<file path="config.mk">
export PLATFORM = sky130hd
export DESIGN_NAME = chargen_ext_ctrl
export DESIGN_NICKNAME = d
export VERILOG_FILES = /design/src/rtl/chargen_ext_pkg.sv /design/src/rtl/cx_addr_dec.sv /design/src/rtl/cx_regs.sv /design/src/rtl/cx_attr_sel.sv /design/src/rtl/cx_cram_port.sv /design/src/rtl/chargen_ext_ctrl.sv
export SDC_FILE = /design/constraint.sdc
export NUM_CORES = 1
export LEC_CHECK = 0
export BUFFER_PORTS_ARGS = -buffer_cell sky130_fd_sc_hd__buf_2
export CELL_PAD_IN_SITES_DETAIL_PLACEMENT = 0
export CELL_PAD_IN_SITES_GLOBAL_PLACEMENT = 1
export CORE_MARGIN = 5
export CORE_UTILIZATION = 38
export DETAILED_ROUTE_END_ITERATION = 10
export GPL_TIMING_DRIVEN = 0
export PLACE_DENSITY = 0.8
export SLEW_MARGIN = 20
export SYNTH_ARGS = -nofsm -noshare
export SYNTH_HDL_FRONTEND = slang
export SYNTH_SLANG_ARGS = --single-unit
</file>
<file path="constraint.sdc">
create_clock -name clk_i -period 2.7 [get_ports clk_i]
set_clock_uncertainty 0.05 [all_clocks]
set_input_delay 0.54 -clock clk_i [delete_from_list [all_inputs] [get_ports clk_i]]
set_output_delay 0.54 -clock clk_i [all_outputs]
set_load 0.005 [all_outputs]
</file>
<file path="src/rtl/chargen_ext_pkg.sv">
package chargen_ext_pkg;
  localparam int unsigned REG_W = 8;

  // bit order is software-visible
  typedef struct packed {
    logic spare;      // 7
    logic clk_tog;    // 6
    logic wr_open;    // 5
    logic semi_man;   // 4
    logic semi_auto;  // 3
    logic inv_man;    // 2
    logic inv_auto;   // 1
    logic src_ext;    // 0
  } ctrl_t;

  localparam int unsigned INV_DISP_BIT  = 6;
  localparam int unsigned SEMI_DISP_BIT = 7;
endpackage

</file>
<file path="src/rtl/cx_addr_dec.sv">
module cx_addr_dec #(
  parameter int unsigned ADDR_W  = 5,
  parameter int unsigned BLK_W   = 3,
  parameter int unsigned OWN_BLK = 1
) (
  input  logic              cs_i,
  input  logic [ADDR_W-1:0] addr_i,
  output logic              orig_sel_o,
  output logic              own_sel_o,
  output logic              is_data_o
);
  localparam int unsigned NBLK  = 1 << BLK_W;
  localparam int unsigned OFS_W = ADDR_W - BLK_W;

  logic [NBLK-1:0] blk_hit;

  for (genvar b = 0; b < NBLK; b++) begin : g_blk
    assign blk_hit[b] = cs_i && (addr_i[ADDR_W-1:OFS_W] == BLK_W'(b));
  end

  assign orig_sel_o = blk_hit[0];
  assign own_sel_o  = blk_hit[OWN_BLK];
  assign is_data_o  = addr_i[0];
endmodule

</file>
<file path="src/rtl/cx_regs.sv">
module cx_regs
  import chargen_ext_pkg::*;
(
  input  logic             clk_i,
  input  logic             rst_ni,
  input  logic             sel_i,
  input  logic             we_i,
  input  logic             is_data_i,
  input  logic [REG_W-1:0] wdata_i,
  output logic [REG_W-1:0] rdata_o,
  output ctrl_t            ctrl_o,
  output logic [REG_W-1:0] data_o,
  output logic             data_wr_o
);
  logic ctrl_wr;

  assign ctrl_wr   = sel_i && we_i && !is_data_i;
  assign data_wr_o = sel_i && we_i && is_data_i;

  always_ff @(posedge clk_i or negedge rst_ni) begin
    if (!rst_ni) begin
      ctrl_o <= '0;
      data_o <= '0;
    end else begin
      if (ctrl_wr)   ctrl_o <= ctrl_t'(wdata_i);
      if (data_wr_o) data_o <= wdata_i;
    end
  end

  always_comb begin
    rdata_o = '0;
    if (sel_i && !we_i) rdata_o = is_data_i ? data_o : REG_W'(ctrl_o);
  end
endmodule

</file>
<file path="src/rtl/cx_attr_sel.sv">
module cx_attr_sel (
  input  logic auto_i,
  input  logic man_i,
  input  logic disp_bit_i,
  output logic attr_o
);
  assign attr_o = auto_i ? disp_bit_i : man_i;
endmodule

</file>
<file path="src/rtl/cx_cram_port.sv">
module cx_cram_port #(
  parameter int unsigned CNT_W = 11
) (
  input  logic             clk_i,
  input  logic             rst_ni,
  input  logic             tog_i,
  input  logic             data_wr_i,
  input  logic             wr_open_i,
  input  logic             src_ext_i,
  output logic [CNT_W-1:0] addr_o,
  output logic             we_o
);
  logic tog_q;

  always_ff @(posedge clk_i or negedge rst_ni) begin
    if (!rst_ni) begin
      tog_q  <= 1'b0;
      addr_o <= '0;
      we_o   <= 1'b0;
    end else begin
      tog_q <= tog_i;
      if (tog_i && !tog_q) addr_o <= addr_o + 1'b1;  // wraps naturally
      // gate evaluated against control state at the write edge
      we_o <= data_wr_i && wr_open_i && !src_ext_i;
    end
  end
endmodule

</file>
<file path="src/rtl/chargen_ext_ctrl.sv">
module chargen_ext_ctrl
  import chargen_ext_pkg::*;
#(
  parameter int unsigned ADDR_W  = 5,
  parameter int unsigned BLK_W   = 3,
  parameter int unsigned OWN_BLK = 1,
  parameter int unsigned CNT_W   = 11
) (
  input  logic              clk_i,
  input  logic              rst_ni,
  input  logic              cs_i,
  input  logic              we_i,
  input  logic [ADDR_W-1:0] addr_i,
  input  logic [REG_W-1:0]  wdata_i,
  output logic [REG_W-1:0]  rdata_o,
  output logic              orig_sel_o,
  output logic              sel_o,
  input  logic [REG_W-1:0]  disp_data_i,
  output logic              ext_src_o,
  output logic              invert_o,
  output logic              semig_o,
  output logic [CNT_W-1:0]  cram_addr_o,
  output logic [REG_W-1:0]  cram_wdata_o,
  output logic              cram_we_o
);
  localparam int unsigned NATTR = 2;

  logic             is_data;
  logic             data_wr;
  ctrl_t            ctrl_q;
  logic [REG_W-1:0] data_q;

  cx_addr_dec #(
    .ADDR_W (ADDR_W),
    .BLK_W  (BLK_W),
    .OWN_BLK(OWN_BLK)
  ) u_dec (
    .cs_i      (cs_i),
    .addr_i    (addr_i),
    .orig_sel_o(orig_sel_o),
    .own_sel_o (sel_o),
    .is_data_o (is_data)
  );

  cx_regs u_regs (
    .clk_i    (clk_i),
    .rst_ni   (rst_ni),
    .sel_i    (sel_o),
    .we_i     (we_i),
    .is_data_i(is_data),
    .wdata_i  (wdata_i),
    .rdata_o  (rdata_o),
    .ctrl_o   (ctrl_q),
    .data_o   (data_q),
    .data_wr_o(data_wr)
  );

  logic [NATTR-1:0] attr_auto, attr_man, attr_disp, attr_out;

  assign attr_auto = {ctrl_q.semi_auto, ctrl_q.inv_auto};
  assign attr_man  = {ctrl_q.semi_man, ctrl_q.inv_man};
  assign attr_disp = {disp_data_i[SEMI_DISP_BIT], disp_data_i[INV_DISP_BIT]};

  for (genvar a = 0; a < NATTR; a++) begin : g_attr
    cx_attr_sel u_sel (
      .auto_i    (attr_auto[a]),
      .man_i     (attr_man[a]),
      .disp_bit_i(attr_disp[a]),
      .attr_o    (attr_out[a])
    );
  end

  assign invert_o  = attr_out[0];
  assign semig_o   = attr_out[1];
  assign ext_src_o = ctrl_q.src_ext;

  cx_cram_port #(.CNT_W(CNT_W)) u_cram (
    .clk_i    (clk_i),
    .rst_ni   (rst_ni),
    .tog_i    (ctrl_q.clk_tog),
    .data_wr_i(data_wr),
    .wr_open_i(ctrl_q.wr_open),
    .src_ext_i(ctrl_q.src_ext),
    .addr_o   (cram_addr_o),
    .we_o     (cram_we_o)
  );

  assign cram_wdata_o = data_q;
endmodule

</file>
======== Word level (Yosys, flattened, before mapping) ========
Index checks and enable logic that the tools add are counted.
Widths: inputs -> output; s select.
storage, ports and cells
  flip-flop bits (word level) ............. 29
  bits of input ports ..................... 25
  output and inout bits ................... 33
  word-level logic and storage cells ...... 32
operators by class
  add/subtract/negate cells ............... 1
  equal/unequal tests ..................... 1
  multiplexer cells ....................... 4
  reductions and logical operators ........ 14
operator list
  operator               number
  $mux 8                 2
  $add 11x1->11 const B  1
  $logic_and 1x1->1      9
  $logic_not 1->1        4
  $eq 3x1->1 const B     1
  $logic_not 3->1        1
  $mux 1                 2

======== Longest topological paths before layout ========
  depth after elaboration ................. 6
  gate-level depth with buffers ........... 4

======== Modules after synthesis ========
From an unflattened synthesis, not the netlist that was laid out.
unflattened totals
  cells, all modules ...................... 100
  area total of the unflattened synthesis .. 1360.1 µm²
modules (own cells, without submodules)
  module        instances  cells each  area each (µm²)  seq. area each (µm²)
  cx_regs       1          54          754.5            400.4
  cx_cram_port  1          41          540.5            325.3
  cx_addr_dec   1          3           35.0             0.0
  cx_attr_sel   2          1           15.0             0.0

======== Worst setup path before layout ========
No wires, ideal clock.
  path kind ............................... input-to-output
  from .................................... input port addr_i[4]
  to ...................................... output port rdata_o[0]
  arrival time ............................ 1.232 ns
  setup slack ............................. 0.878 ns
  cell stages on the path ................. 4
  buffers on the path ..................... 1
  path through ............................ and4bb_4 nand2b_1 clkbuf_1 nor2_1
between the ends
  word-level cells in the longest chain between the ends .. 4
RTL lines
  element             line                    text
  start: declaration  chargen_ext_ctrl.sv:13  input logic [ADDR_W-1:0] addr_i,
  $eq 3x1->1          cx_addr_dec.sv:18       assign blk_hit[b] = cs_i && (addr_i[ADDR_W-1:OFS_W] == BLK_W'(b));
  $logic_and 1x1->1   cx_addr_dec.sv:18
  $logic_and 1x1->1   cx_regs.sv:32           if (sel_i && !we_i) rdata_o = is_data_i ? data_o : REG_W'(ctrl_o);
  $mux 8              cx_regs.sv:32
  end: declaration    chargen_ext_ctrl.sv:15  output logic [REG_W-1:0] rdata_o,
Every way passes these cells.

======== Worst setup path after layout ========
  from .................................... input port addr_i[4]
  to ...................................... output port rdata_o[3]
Same word-level chain as after synthesis.

==> impl_metrics.ini <==
[synth]
syn_area_um2 = 1330
seq_area_frac_synth_pct = 54.4
synth_flop_cell = dfrtp_1
synth_cells = 103
async_flop_share_pct = 100
yosysTopAreaCell = dfrtp_1
synth.avg_cell_area_um2 = 12.9
synth.area.top_cells = dfrtp_1, mux2_2, mux2i_1, xor2_1, nor2_1
synthesis.nets = 129
synthDistinctLibCells = 24
synth_edf_count = 0
synth_top_area_share_pct = 54.4
ys_seq_elements = 29
yosysWarningCount = 0

[critical_path]
path_depth = 6
cp-end-kind = output pin
cp_max_fo = 8
cp_cell_sequence = buf_2, and4bb_4, nand2b_1, clkbuf_1, nor2_1, buf_2
startpoint_type = input port
worst-r2r-cell-count = 4
worst-path-buf-inv = 3
critPathMaxStageDelay_ns = 0.35
rrSetupSlack_ns = 1.24
critPathTopFamily = simple AND/OR/NAND/NOR gates
crit_type = input port to output pin
crit_top_cell = buf_2
worstPathArrival_ns = 1.56
critPathSlowestCell = and4bb_4
cp.required_ns = 2.11

[global_routing]
antenna_found_initial = 0
overflow = 0
grt_max_degree = 30
grt_pass1_vias = 1088
grt_use_total_pct = 12.9
grt_pass1_wl_um = 4960

[floorplanning]
core_um2 = 3360
die_w_um = 69.2
die_h_um = 69.2
num_io_pins = 58
initial_utilization_pct = 39.7
rows = 21
die-area_um2 = 4790

[sta]
finalHoldViolCount = 0
whs_ns = 0.173
fin_crit_sh_pct = 79.7
layout_setup_ws_ns = 0.549
totalNegativeSetupSlack_ns = 0
finalSetupViolCount = 0
max_freq_mhz = 465
rsz0062_at_grt = false
maxSlewViolCount = 0
tightest_slew_ns = 0.615
max_slew_margin_pct = 59.0
min_period_ns = 2.15

[run_status]
status = finished clean

[placement]
place.gp.congestion = 0.801
placed_cells = 198
dpl-instance-area_um2 = 1640
port_buffers = 49
dp_slack_ns = 0.530
dpl.hpwl_um = 2200

[clock_tree]
cts_tree = built
root_buffer = clkbuf_4
cts.htree.levels = 2
cts_buffer_depth = 2
hold_buffers = 0
numCtsBuffers = 5
clkTransAtPathRegs_ns = 0.09
ctsResizeCount = 0
cts_sinks = 29
post_cts_buffers = 0
clk_latency_ns = 0.32

[route]
first_iter_violations = 19
vias = 989
drcViolationCount = 0
vias_per_cell = 4.80
routedWlPerCell_um = 13.8
ant_nets = 0
routed_wl_um = 2830
drt_pre_antenna_iters = 2

[cells_and_area]
num_antenna_cells = 0
fin_util_pct = 50.2
nFillCells = 344
layout.nets = 185
stdcell_count = 206
finish.instance_area_um2 = 1690
drive_gt1_share_pct = 50.6
syn_to_final_growth_pct = 26.5

[pwr]
pwr_density_cell_nw_per_um2 = 643
finalPower_mw = 1.08
ir_worst_vdd_mv = 0.386
cellLeakagePower_nw = 0.913

[flow_run]
cap_violations = 0

[worst_hold_path]
hold_class = input port to async pin
routing by layer:
metal	global-route usage (%)	routed length, um	up-vias
li1	-	-	468
met1	13.8	1230	477
met2	21.5	1320	39
met3	6.81	244	5
met4	4.56	42	0
met5	0	0	-
final timing paths:
kind	from	to
max in group asynchronous	rst_ni	u_regs.ctrl_o[4]
max reg2reg	u_cram.addr_o[0]	u_cram.addr_o[10]
min	rst_ni	u_cram.we_o
max	addr_i[4]	rdata_o[3]
min in group clk_i	wdata_i[0]	u_regs.data_o[0]
min reg2reg	u_cram.addr_o[10]	u_cram.addr_o[10]
cells in the mapped netlist, drive strengths merged (2+ instances only):
cell type   n
buf         2
dfrtp      29
inv         2
mux2       19
mux2i       8
nand2       3
nand3       2
nand3b      2
nor2       12
nor3        3
xnor2       2
xor2        8
cell families (layout without fill, tap and decap cells):
logic type                 after synthesis  count (layout)  share of synthesized area (%)
buffers and inverters                    5              62                           2.53
xor gates and xnor gates                10              10                           6.57
muxes                                   27              27                           22.0
and+or+nand+nor                         31              31                           13.5
DFF                                     29              29                           54.4
adders and majority gates                1               1                          0.938
final cells by class:
| type | count | area, um^2 | area share, % |
|---|---|---|---|
| flip-flops and latches | 29 | 726 | 43.0 |
| clock inverters | 2 | 10.0 | 0.593 |
| well taps | 46 | 57.6 | 3.41 |
| plain buffers | 3 | 26.3 | 1.56 |
| repair buffers | 49 | 245 | 14.5 |
| clock buffers | 6 | 41.3 | 2.45 |
| multi-input cells | 69 | 574 | 34.0 |
| inverters | 2 | 7.51 | 0.445 |
state kept, by name, summed over array words and instances, names as in the netlist:
| register | cells |
|---|---|
| u_cram.tog_q | 1 |
| u_regs.ctrl_o | 8 |
| u_cram.addr_o | 11 |
| u_cram.we_o | 1 |
| u_regs.data_o | 8 |
report_power, final:
part           internal (mW)  total (mW)  switching, mW
Sequential             0.518       0.600         0.0820
Clock                 0.0989       0.240          0.141
Combinational          0.145       0.245         0.0998
layout by cell type, fill, tap and decap left out:
cell type,count
and3_4,1
and3b_2,1
and4bb_4,1
buf_2,49
buf_6,2
clkbuf_1,2
clkbuf_4,5
clkinv_2,2
dfrtp_1,29
ha_1,1
inv_1,2
mux2_2,19
mux2i_1,8
nand2_1,3
nand2b_1,1
nand3_1,2
nand3b_1,1
nand3b_2,1
nand4_1,1
nand4b_1,1
nor2_1,12
nor2b_1,1
nor3_1,3
nor4_1,1
nor4b_1,1
xnor2_1,2
xor2_1,8
Note: power is estimated with default switching activity, not from simulation.
